`src/rtl/trig_pipe_pkg.sv`:
```
package trig_pipe_pkg;

   // Reduce a value known to lie in [0, 2*modulus) into [0, modulus).
   function automatic int ring_wrap(input int value, input int modulus);
      return (value >= modulus) ? value - modulus : value;
   endfunction

endpackage

```
`src/rtl/latency_ring.sv`:
```
module latency_ring
   import trig_pipe_pkg::*;
#(
   parameter int DATA_W  = 16,
   parameter int DEPTH   = 132,
   parameter int LATENCY = 100,
   parameter int WIN     = 3
) (
   input  logic                    clk,
   input  logic                    rst,
   input  logic [DATA_W-1:0]       sample_in,
   output logic [WIN*DATA_W-1:0]   win_data
);
   localparam int PTR_W = $clog2(DEPTH);
   localparam int HALF  = (WIN - 1) / 2;

   initial begin : chk_params
      assert (WIN >= 1) else $fatal(1, "window must hold at least one word");
      assert (LATENCY >= WIN - HALF) else $fatal(1, "newest window cell would be unwritten");
      assert (LATENCY + HALF < DEPTH) else $fatal(1, "oldest window cell would be overwritten");
   end

   logic [DATA_W-1:0] cells_q [DEPTH];
   logic [PTR_W-1:0]  wr_ptr_q;

   always_ff @(posedge clk) begin
      if (rst) begin
         wr_ptr_q <= '0;
      end else begin
         wr_ptr_q <= (wr_ptr_q == PTR_W'(DEPTH - 1)) ? '0 : wr_ptr_q + 1'b1;
      end
   end

   always_ff @(posedge clk) begin
      if (!rst) begin
         cells_q[wr_ptr_q] <= sample_in;
      end
   end

   // One read tap per window word; tap k is (LATENCY + HALF - k) cells behind the write slot.
   for (genvar k = 0; k < WIN; k++) begin : g_tap
      localparam int AHEAD = DEPTH - LATENCY - HALF + k;
      logic [PTR_W-1:0] tap_idx;
      assign tap_idx = PTR_W'(ring_wrap(int'(wr_ptr_q) + AHEAD, DEPTH));
      assign win_data[k*DATA_W +: DATA_W] = cells_q[tap_idx];
   end

   // the write position never leaves the ring and wraps to cell 0.
   assert_ptr_range_R2: assert property (@(posedge clk) disable iff (rst)
      wr_ptr_q < PTR_W'(DEPTH));
   assert_ptr_wrap_R2: assert property (@(posedge clk) disable iff (rst)
      (wr_ptr_q == PTR_W'(DEPTH - 1)) |=> (wr_ptr_q == '0));

endmodule

```
`src/rtl/event_queue.sv`:
```
module event_queue #(
   parameter int EVT_W  = 48,
   parameter int SLOTS  = 8,
   parameter int DROP_W = 8
) (
   input  logic              clk,
   input  logic              rst,
   input  logic              push,
   input  logic [EVT_W-1:0]  push_data,
   input  logic              pop,
   output logic [EVT_W-1:0]  head_data,
   output logic              full,
   output logic              empty,
   output logic              overflow,
   output logic [DROP_W-1:0] drop_cnt
);
   localparam int PTR_W = (SLOTS > 1) ? $clog2(SLOTS) : 1;
   localparam int CNT_W = $clog2(SLOTS + 1);

   initial begin : chk_params
      assert (SLOTS >= 1) else $fatal(1, "queue needs at least one slot");
      assert (DROP_W >= 1) else $fatal(1, "drop counter needs a bit");
   end

   logic [EVT_W-1:0]  slots_q [SLOTS];
   logic [PTR_W-1:0]  wr_idx_q, rd_idx_q;
   logic [CNT_W-1:0]  count_q;
   logic              overflow_q;
   logic [DROP_W-1:0] drop_q;
   logic              accept, take;

   assign full     = (count_q == CNT_W'(SLOTS));
   assign empty    = (count_q == '0);
   assign accept   = push && !full;
   assign take     = pop && !empty;
   assign head_data = slots_q[rd_idx_q];
   assign overflow = overflow_q;
   assign drop_cnt = drop_q;

   function automatic logic [PTR_W-1:0] step(input logic [PTR_W-1:0] idx);
      return (idx == PTR_W'(SLOTS - 1)) ? '0 : idx + 1'b1;
   endfunction

   always_ff @(posedge clk) begin
      if (rst) begin
         wr_idx_q <= '0;
         rd_idx_q <= '0;
         count_q  <= '0;
      end else begin
         if (accept) wr_idx_q <= step(wr_idx_q);
         if (take)   rd_idx_q <= step(rd_idx_q);
         case ({accept, take})
            2'b10:   count_q <= count_q + 1'b1;
            2'b01:   count_q <= count_q - 1'b1;
            default: count_q <= count_q;
         endcase
      end
   end

   always_ff @(posedge clk) begin
      if (!rst && accept) begin
         slots_q[wr_idx_q] <= push_data;
      end
   end

   always_ff @(posedge clk) begin
      if (rst) begin
         overflow_q <= 1'b0;
         drop_q     <= '0;
      end else if (push && full) begin
         overflow_q <= 1'b1;
         if (drop_q != '1) drop_q <= drop_q + 1'b1;
      end
   end

   assert_count_bound_R6: assert property (@(posedge clk) disable iff (rst)
      count_q <= CNT_W'(SLOTS));
   assert_full_empty_excl_R6: assert property (@(posedge clk) disable iff (rst)
      !(full && empty));
   assert_overflow_sticky_R7: assert property (@(posedge clk) disable iff (rst)
      overflow |=> overflow);
   assert_drop_needs_full_R7: assert property (@(posedge clk) disable iff (rst)
      !(push && full) |=> $stable(drop_cnt));
   assert_push_grows_R8: assert property (@(posedge clk) disable iff (rst)
      (push && !full && !(pop && !empty)) |=> (count_q == $past(count_q) + CNT_W'(1)));

endmodule

```
`src/rtl/event_unloader.sv`:
```
module event_unloader #(
   parameter int DATA_W = 16,
   parameter int WIN    = 3
) (
   input  logic                  clk,
   input  logic                  rst,
   input  logic [WIN*DATA_W-1:0] head_data,
   input  logic                  q_empty,
   input  logic                  rd_ready,
   output logic                  rd_valid,
   output logic [DATA_W-1:0]     rd_data,
   output logic                  rd_last,
   output logic                  pop
);
   assign rd_valid = !q_empty;

   if (WIN == 1) begin : g_single
      assign rd_data = head_data;
      assign rd_last = rd_valid;
      assign pop     = rd_valid && rd_ready;
   end else begin : g_multi
      localparam int IDX_W = $clog2(WIN);
      logic [IDX_W-1:0] word_q;
      logic             at_end;

      assign at_end = (word_q == IDX_W'(WIN - 1));

      always_ff @(posedge clk) begin
         if (rst) begin
            word_q <= '0;
         end else if (rd_valid && rd_ready) begin
            word_q <= at_end ? '0 : word_q + 1'b1;
         end
      end

      assign rd_data = head_data[int'(word_q)*DATA_W +: DATA_W];
      assign rd_last = rd_valid && at_end;
      assign pop     = rd_valid && rd_ready && at_end;
   end

   assert_hold_stall_R5: assert property (@(posedge clk) disable iff (rst)
      (rd_valid && !rd_ready) |=> (rd_valid && $stable(rd_data) && $stable(rd_last)));
   assert_last_needs_valid_R4: assert property (@(posedge clk) disable iff (rst)
      rd_last |-> rd_valid);

endmodule

```
`src/rtl/trig_latency_derand.sv`:
```
module trig_latency_derand #(
   parameter int DATA_W  = 16,
   parameter int DEPTH   = 132,
   parameter int LATENCY = 100,
   parameter int WIN     = 3,
   parameter int SLOTS   = 8,
   parameter int DROP_W  = 8
) (
   input  logic              clk,
   input  logic              rst,
   input  logic [DATA_W-1:0] sample_in,
   input  logic              trig_in,
   input  logic              rd_ready,
   output logic              rd_valid,
   output logic [DATA_W-1:0] rd_data,
   output logic              rd_last,
   output logic              q_full,
   output logic              q_empty,
   output logic              overflow,
   output logic [DROP_W-1:0] drop_count
);
   localparam int EVT_W = WIN * DATA_W;

   logic [EVT_W-1:0] window;
   logic [EVT_W-1:0] head;
   logic             pop;

   latency_ring #(
      .DATA_W (DATA_W),
      .DEPTH  (DEPTH),
      .LATENCY(LATENCY),
      .WIN    (WIN)
   ) u_ring (
      .clk      (clk),
      .rst      (rst),
      .sample_in(sample_in),
      .win_data (window)
   );

   event_queue #(
      .EVT_W (EVT_W),
      .SLOTS (SLOTS),
      .DROP_W(DROP_W)
   ) u_queue (
      .clk      (clk),
      .rst      (rst),
      .push     (trig_in),
      .push_data(window),
      .pop      (pop),
      .head_data(head),
      .full     (q_full),
      .empty    (q_empty),
      .overflow (overflow),
      .drop_cnt (drop_count)
   );

   event_unloader #(
      .DATA_W(DATA_W),
      .WIN   (WIN)
   ) u_unload (
      .clk      (clk),
      .rst      (rst),
      .head_data(head),
      .q_empty  (q_empty),
      .rd_ready (rd_ready),
      .rd_valid (rd_valid),
      .rd_data  (rd_data),
      .rd_last  (rd_last),
      .pop      (pop)
   );

   // a trigger that meets a full queue leaves it full.
   assert_no_overflow_R7: assert property (@(posedge clk) disable iff (rst)
      (trig_in && q_full && !pop) |=> q_full);

endmodule

```
`config.mk`:
```
export PLATFORM = sky130hd
export DESIGN_NAME = trig_latency_derand
export DESIGN_NICKNAME = d
export VERILOG_FILES = /design/src/rtl/trig_pipe_pkg.sv /design/src/rtl/latency_ring.sv /design/src/rtl/event_queue.sv /design/src/rtl/event_unloader.sv /design/src/rtl/trig_latency_derand.sv
export SDC_FILE = /design/constraint.sdc
export NUM_CORES = 2
export LEC_CHECK = 0
export BUFFER_PORTS_ARGS = -buffer_cell sky130_fd_sc_hd__buf_2
export CAP_MARGIN = 20
export CORE_UTILIZATION = 35
export DETAILED_ROUTE_END_ITERATION = 12
export HOLD_SLACK_MARGIN = 0.03
export PLACE_DENSITY_LB_ADDON = 0.15
export RECOVER_POWER = 25
export SYNTH_ARGS = -nofsm -noshare
export SYNTH_HDL_FRONTEND = slang
export SYNTH_HIERARCHICAL = 1
export SYNTH_SLANG_ARGS = --single-unit
```
`constraint.sdc`:
```
create_clock -name clk -period 5.7 [get_ports clk]
set_input_delay 0.57 -clock clk [delete_from_list [all_inputs] [get_ports clk]]
set_output_delay 0.57 -clock clk [all_outputs]
set_load 0.01 [all_outputs]
```
Yosys cells after proc, flatten, opt, wreduce, memory -nomap -nowiden
Memories as Yosys holds them, arrays and structs flattened. A register that Yosys moved wholly into a read port is not among the register bits. Cells that the tools add are included.

Add/subtract/negate cells: 13. $mul: 0. Divide/modulo/power cells: 0. $lt $le $gt $ge: 3. Eq/ne operators: 8. Shift operators: 1. Multiplexer cells: 12. Bitwise logic cells: 0. Reductions and logical operators: 14.

Operators by type and width (count): 48-bit by 7-bit indexed part select with 16-bit output (1); 9-bit by 8-bit greater-or-equal comparator with 1-bit output, second input constant (3); 8-bit 2-to-1 mux (3); 8-bit subtractor, second input constant (3); 8-bit by 6-bit adder with 9-bit output, second input constant (2); 8-bit by 1-bit adder with 8-bit output, second input constant (2); 3-bit 2-to-1 mux (4); 8-bit by 5-bit adder with 9-bit output, second input constant (1); 8-bit == test, second input constant (1); 8-bit != test, second input constant (1); 4-bit one-hot mux with 2 select lines (1); 1-bit logical AND (7); 3-bit by 1-bit adder with 3-bit output, second input constant (2); 3-bit == test, second input constant (2); 4-bit by 1-bit adder with 4-bit output, second input constant (1); 2-bit == test, second input constant (2); 4-bit == test, second input constant (1); 4-bit logical NOT (1); 4-bit by 1-bit subtractor with 4-bit output, second input constant (1); 1-bit logical NOT (3); 1-bit 2-to-1 mux (3); 2-bit by 1-bit adder with 2-bit output, second input constant (1); 2-bit by 1-bit == test with 1-bit output, second input constant (1); 2-bit 2-to-1 mux (1); other kinds (3) (3).

Register bits after elaboration: 29. Bits in latches: 0. Bits in writable memories: 2496. ROM bits: 0. Input bits: 20. Output and inout port bits: 29. Word-level logic and storage cells: 60. Memories kept: 2.

Memory list: u_ring.cells_q (words 132, width 16, read ports 3, clocked after memory_dff 0, wr ports 1, RTL line latency_ring.sv:23) `logic [DATA_W-1:0] cells_q [DEPTH];`; u_queue.slots_q (words 8, width 48, read ports 1, clocked after memory_dff 1, wr ports 1, RTL line event_queue.sv:25) `logic [EVT_W-1:0] slots_q [SLOTS];`.

Longest topological paths before layout
Depth after elaboration: 7. Gate-level depth with buffers: 23. Mapped depth without buffers: 13.

Hierarchy
Netlist, hierarchy kept.

By module, submodules not included: latency_ring (times used 1, cells an instance 7380, area each 119653.5 um2, sequential area each 63581.0 um2); event_queue (times used 1, cells an instance 681, area each 15478.6 um2, sequential area each 11971.5 um2); event_unloader (times used 1, cells an instance 68, area each 449.2 um2, sequential area each 40.0 um2).

Least setup slack after synthesis
OpenSTA, ideal clock, no wires.

Kind: flip-flop to flip-flop. Start: reg u_ring.wr_ptr_q[0]. End: mem u_queue.slots_q[0][6] (data pin). Setup time: 0.277 ns. Data arrival time: 5.915 ns. Required time: 5.423 ns. Path slack: -0.492 ns. Stages on the path, launching flop included: 23. Buffers on the path: 9. Period minus slack after synthesis: 6.192 ns. Cell sequence: dfxtp_1 buf_2 buf_4 inv_1 clkbuf_1 buf_1 ha_1 xor2_1 clkbuf_1 clkbuf_1 clkbuf_1 ha_1 inv_1 clkbuf_1 clkbuf_1 mux2i_1 o22ai_1 a21oi_1 nand2_1 a21oi_1 nor4_1 a31oi_1 a211oi_1.

Longest elaborated chain between the ends: 4. Elaborated cells between the ends (all ways): 5. Classes of those cells: add/sub: 2; order compare: 1; mux: 1; memory: 1.

RTL lines: from (decl) (RTL line latency_ring.sv:24) `logic [PTR_W-1:0] wr_ptr_q;`; from (signal assigned) (RTL line latency_ring.sv:30) `wr_ptr_q <= (wr_ptr_q == PTR_W'(DEPTH - 1)) ? '0 : wr_ptr_q + 1'b1;`; 8-bit by 5-bit adder with 9-bit output (*) (RTL line latency_ring.sv:44) `assign tap_idx = PTR_W'(ring_wrap(int'(wr_ptr_q) + AHEAD, DEPTH));`; 8-bit subtractor / 9-bit by 8-bit greater-or-equal comparator with 1-bit output (equally long branches) (RTL line trig_pipe_pkg.sv:5) `return (value >= modulus) ? value - modulus : value;`; 8-bit 2-to-1 mux (*) (RTL line trig_pipe_pkg.sv:5); net u_ring.g_tap[0].tap_idx[0] (RTL line latency_ring.sv:43) `logic [PTR_W-1:0] tap_idx;`; memory 132 x 16 bit (*); net window[6] (RTL line trig_latency_derand.sv:24) `logic [EVT_W-1:0] window;`; to (decl) (RTL line event_queue.sv:25).

The timed path passes the listed nets; every way through them passes the cells marked *.

Final worst setup path
Start: reg u_ring.wr_ptr_q[3]. End: mem u_queue.slots_q[0][6] (data pin).

Longest elaborated chain between the ends: 4. Elaborated cells between the ends (all ways): 5. Classes of those cells: add/sub: 2; order compare: 1; mux: 1; memory: 1.

RTL lines (RTL line): 8-bit by 5-bit adder with 9-bit output (*) (latency_ring.sv:44); 8-bit subtractor / 9-bit by 8-bit greater-or-equal comparator with 1-bit output (equally long branches) (trig_pipe_pkg.sv:5); 8-bit 2-to-1 mux (*) (trig_pipe_pkg.sv:5); memory 132 x 16 bit (*); net window[6] (trig_latency_derand.sv:24).

Marked as above.

==> results_tabular.tex <==
\begin{tabular}{lr}
\hline
Metric & Value \\
\hline
\multicolumn{2}{l}{\textbf{Status}} \\
Outcome & finished with violations \\
Violations in the final reports & capacitance limit, slew limit, setup timing \\
\multicolumn{2}{l}{\textbf{Placement}} \\
Half-perimeter wire length after detailed placement & 381,900 um \\
Routability cong. & 1.013 \\
Pre-CTS worst setup slack & -0.1866 ns \\
Count of buffers from port buffering & 48 \\
\multicolumn{2}{l}{\textbf{Synthesis}} \\
Instance count of the mapped netlist & 8,129 \\
Post-Syn Area & 135,600 um\^{}2 \\
Top flip-flop cell by instance count after synthesis & sky130\_fd\_sc\_hd\_\_edfxtp\_1 \\
Library cells used by synthesis & 100 \\
Share of async-settable or async-resettable flops after synthesis & 0 \\
Average cell area after synthesis & 16.68 um\^{}2 \\
Synthesis warning total & 6 \\
Flip-flop and latch count after synthesis & 2,528 \\
Post-Synthesis Net Count & 8,174 \\
Seq/Total Area, Yosys & 0.5575 \\
Number of enable flip-flop cells after synthesis & 2,496 \\
\multicolumn{2}{l}{\textbf{STA}} \\
RSZ-0062 raised after global routing & no \\
Number of setup violations in the final report & 8 \\
Actual transition at the worst max-transition pin & 4.268 ns \\
Final number of hold-violating endpoints & 0 \\
Minimum setup slack in the final design & -0.03074 ns \\
Share of the clock period used by the worst path after layout & 1.005 \\
Relative slew slack & -1.845 \\
Minimum period implied by the final worst setup slack & 5.731 ns \\
Worst setup skew after layout & 0.06975 ns \\
Final Slew Violations & 1,377 \\
Final total negative setup slack & -0.2217 ns \\
Fmax & 174.5 MHz \\
Hold Slack & 0.3611 ns \\
\multicolumn{2}{l}{\textbf{Setup path}} \\
Kind of capture point of the worst setup path & flop \\
Launching instance or port of the critical path & u\_ring/wr\_ptr\_q[3] \\
Worst EP required & 6.49 ns \\
Reg2reg setup slack & -0.03 ns \\
Type of the setup path with the least slack & reg2reg \\
Worst-case reg-to-reg path depth & 17 \\
Maximum fanout along the worst path & 29 \\
Worst stage delay on the critical path & 0.60 ns \\
Arrival time of data at the critical path endpoint & 6.52 ns \\
Critical path capture point & u\_queue/slots\_q[0][6] \\
Reg2Reg Capture Point & u\_queue/slots\_q[0][6] \\
Most numerous cell on the critical path & sky130\_fd\_sc\_hd\_\_buf\_12 \\
Cell type of the slowest stage on the worst timing path & sky130\_fd\_sc\_hd\_\_a311oi\_1 \\
Critical-path cell list & inv\_1 > ha\_1 > nand2\_1 > xnor2\_4 > a21oi\_1 > and4\_2 > buf\_12 > nor3\_4 > buf\_12 > buf\_12 > nand2\_1 > and3\_1 > a311oi\_1 > o32ai\_1 > buf\_4 > a211oi\_1 > buf\_4 \\
Crit path launch type & flop \\
Launching point of the worst reg2reg path & u\_ring/wr\_ptr\_q[3] \\
\multicolumn{2}{l}{\textbf{Routing}} \\
Vias post-DR & 91.52k \\
First-pass iteration count of the detailed router & 9 \\
Routed length per placed instance & 40.08 um \\
Detailed Route WL & 556,800 um \\
Final routed DRC violation total & 0 \\
Antenna Violating Nets Remaining & 0 \\
Detail-routed via count per cell & 6.588 \\
1st-iter DRT viols & 13.44k \\
\multicolumn{2}{l}{\textbf{Power and ir drop}} \\
Power density cells & 319.4 nW/um\^{}2 \\
Total net switching power & 14.41 mW \\
Sequential Power Share & 0.416 \\
Combinational group share of total power & 0.201 \\
Static power due to leakage & 48.26 nW \\
Peak supply drop & 0.2211 mV \\
Pint & 35.49 mW \\
Proportion of power drawn by the clock network & 0.383 \\
Switching Share & 0.2888 \\
\multicolumn{2}{l}{\textbf{Clock network}} \\
Total number of H-tree levels & 5 \\
Clock tree from TritonCTS & done \\
Skew-Pair Late Insertion Delay & 0.97 ns \\
Clock slew at the register clock pins of the worst setup and hold paths & 0.06 ns \\
Number of clock sinks seen by CTS & 2,528 \\
Number of clock buffers inserted by TritonCTS & 299 \\
Root buffer cell & sky130\_fd\_sc\_hd\_\_clkbuf\_16 \\
Number of buffers on the longest clock path & 4 \\
\multicolumn{2}{l}{\textbf{Global routing}} \\
Vias in the first global route & 86.83k \\
Number of antenna violations at the first check in global routing & 52 \\
GRT Total Usage & 0.2796 \\
Pin count of the biggest net entering global routing & 121 \\
Total gr overflow & 0 \\
First-pass GRT wire length & 753,500 um \\
\multicolumn{2}{l}{\textbf{Floorplanning}} \\
Chip width & 624.4 um \\
Std cell rows & 228 \\
Initial core utilization & 0.3515 \\
Core outline area & 385,700 um\^{}2 \\
Die Footprint & 389,900 um\^{}2 \\
Height of the die & 624.4 um \\
Top Ports & 49 \\
\multicolumn{2}{l}{\textbf{Worst hold path}} \\
Min-Delay Path Class & in2reg \\
\multicolumn{2}{l}{\textbf{Run}} \\
Reported max-cap violation count & 21 \\
\multicolumn{2}{l}{\textbf{Final layout}} \\
Post-layout nets & 8,500 \\
Number of inserted filler cells in the final layout & 34.91k \\
Layout-stage area growth over the synthesis result & 15.24\% \\
Layout cells sized above 1 & 0.3484 \\
\hline
\end{tabular}
[metrics by stage]
step / instance area [um^2] / util / total power [mW] / instances
after floorplan: 135600 / - / 26.43 / 8129
final: 156200 / 0.4051 / 49.90 / 13890
after detailed placement: 146500 / 0.3799 / 30.86 / 13320
after CTS: 156200 / 0.4050 / 49.94 / 13870
after global placement: 146500 / 0.3799 / 30.83 / 13320
after global routing: 156200 / 0.4050 / 51.09 / 13870
[power groups by stage]
| stage | clock (mW) | combinational, mW | sequential, mW |
|---|---|---|---|
| after global routing | 20.1 | 10.3 | 20.8 |
| after global placement | 0 | 9.70 | 21.1 |
| after CTS | 19.4 | 9.80 | 20.7 |
| after floorplan | 0 | 5.31 | 21.1 |
| after detailed placement | 0 | 9.73 | 21.1 |
| final | 19.1 | 10.0 | 20.8 |
[layout by cell type (no fill, tap or decap), types with 16 or more instances in the layout]
cell type,n
sky130_fd_sc_hd__mux4_2,1573
sky130_fd_sc_hd__nor4_1,26
sky130_fd_sc_hd__nor3_1,79
sky130_fd_sc_hd__and3_1,63
sky130_fd_sc_hd__nor2_4,78
sky130_fd_sc_hd__nor2_1,183
sky130_fd_sc_hd__clkinv_2,43
sky130_fd_sc_hd__a311oi_1,48
sky130_fd_sc_hd__nand3_1,170
sky130_fd_sc_hd__buf_12,97
sky130_fd_sc_hd__clkbuf_16,304
sky130_fd_sc_hd__o221ai_1,76
sky130_fd_sc_hd__dfxtp_1,27
sky130_fd_sc_hd__o22ai_1,287
sky130_fd_sc_hd__diode_2,24
sky130_fd_sc_hd__ha_1,23
sky130_fd_sc_hd__buf_2,33
sky130_fd_sc_hd__a211oi_1,62
sky130_fd_sc_hd__o21ai_1,18
sky130_fd_sc_hd__o21ai_0,141
sky130_fd_sc_hd__nor2_2,62
sky130_fd_sc_hd__edfxtp_1,2496
sky130_fd_sc_hd__mux2_2,67
sky130_fd_sc_hd__mux2i_1,545
sky130_fd_sc_hd__a221oi_1,20
sky130_fd_sc_hd__clkbuf_1,83
sky130_fd_sc_hd__a31oi_1,30
sky130_fd_sc_hd__o31ai_1,23
sky130_fd_sc_hd__o211ai_1,28
sky130_fd_sc_hd__inv_1,16
sky130_fd_sc_hd__nor2b_1,28
sky130_fd_sc_hd__a21oi_1,179
sky130_fd_sc_hd__buf_4,580
sky130_fd_sc_hd__bufinv_16,25
sky130_fd_sc_hd__nand4_1,28
sky130_fd_sc_hd__clkinv_1,59
sky130_fd_sc_hd__nand2_1,669
[area by class of cell]
type,instances,area [um^2],area share
Sequential cell,2528,75610,0.4839
Clock buffer,366,7840,0.05018
Multi-Input combinational cell,4866,57830,0.3701
Timing Repair Buffer,737,6589,0.04217
Tap cell,5175,6475,0.04144
Clock inverter,173,1744,0.01116
Antenna cell,24,60.06,0.0003844
Inverter,23,91.34,0.0005846
[synth_stat cells (all sizes together) (14+ instances only)]
master	n	area (um^2)
a311oi	53	464.2
nand2	680	2555
o31a	15	131.4
a32oi	14	122.6
o31ai	27	207.7
nor2b	28	175.2
ha	25	312.8
o32ai	14	122.6
a221oi	21	183.9
and2	21	133.9
mux4	1573	35430
nor4	37	231.5
nand3	174	875.8
o21bai	14	105.1
and3	65	406.6
o22ai	288	1802
o311ai	17	148.9
xnor2	16	188.9
edfxtp	2496	74950
a211oi	68	515.5
nor2	323	1240
o22a	16	140.1
a31oi	34	234.0
mux2	68	765.7
inv	22	82.58
mux2i	545	5455
clkbuf	274	1028
nor3	82	415.4
dfxtp	32	640.6
o221ai	76	665.6
buf	438	2268
o21ai	161	817.0
a21oi	182	914.6
o211ai	30	235.2
nand4	29	187.7
[worst min-delay path by stage]
stage,slack (ns),start,end,depth (start not counted)
4_1_cts,0.16,sample_in[15],u_ring/cells_q[73][15],1
6_report,0.36,rst,u_queue/wr_idx_q[2],3
3_5_place_dp,0.46,u_queue/drop_cnt[7],u_queue/drop_cnt[7],1
5_1_grt,0.35,rst,u_queue/wr_idx_q[2],3
3_3_place_gp,0.45,u_queue/drop_cnt[7],u_queue/drop_cnt[7],1
2_1_floorplan,0.45,u_queue/rd_idx_q[1],flop,2
[sequential cells by signal (all words and copies together) (netlist names), named ones only]
| register | count |
|---|---|
| u_queue/count_q | 4 |
| u_queue/drop_cnt | 8 |
| u_queue/overflow | 1 |
| u_queue/rd_idx_q | 3 |
| u_queue/slots_q | 384 |
| u_queue/wr_idx_q | 3 |
| u_ring/cells_q | 2112 |
| u_ring/wr_ptr_q | 8 |
| u_unload/g_multi.word_q | 2 |
[timing repair]
action / in CTS / in global routing
resized for setup: 5 / 7
setup endpoints to repair: 32 / 81
endpoints found under the hold margin: 4 / 0
setup buffers: 5 / 0
hold buffers: 2 / 0
pin swaps: 1 / 0
[logic make-up after synthesis]
group           share of synthesized area
flops                              0.5575
mux                                0.3072
fa+ha+maj                        0.002307
buf+inv                           0.02495
compound gates                    0.05657
simple gates                      0.04922
xor+xnor                         0.002233
[worst max-delay path, delay by kind of cell (launching register included)]
kind / cells / cell delay [ns]
AOI/OAI and AO/OA: 4 / 1.65
and+or+nand+nor: 5 / 1.24
xor gates and xnor gates: 1 / 0.41
adders and majority gates: 1 / 0.36
buffers and inverters: 6 / 1.41
DFF: 1 / 0.43
[per-layer routing]
layer	track usage	share of wire	wire [um]
met5	0	0.00049	274
met1	0.3758	0.39	215700
met3	0.07668	0.11	61770
met2	0.4258	0.45	249700
met4	0.1201	0.053	29270
No activity file was read; power rests on OpenSTA's default activity.
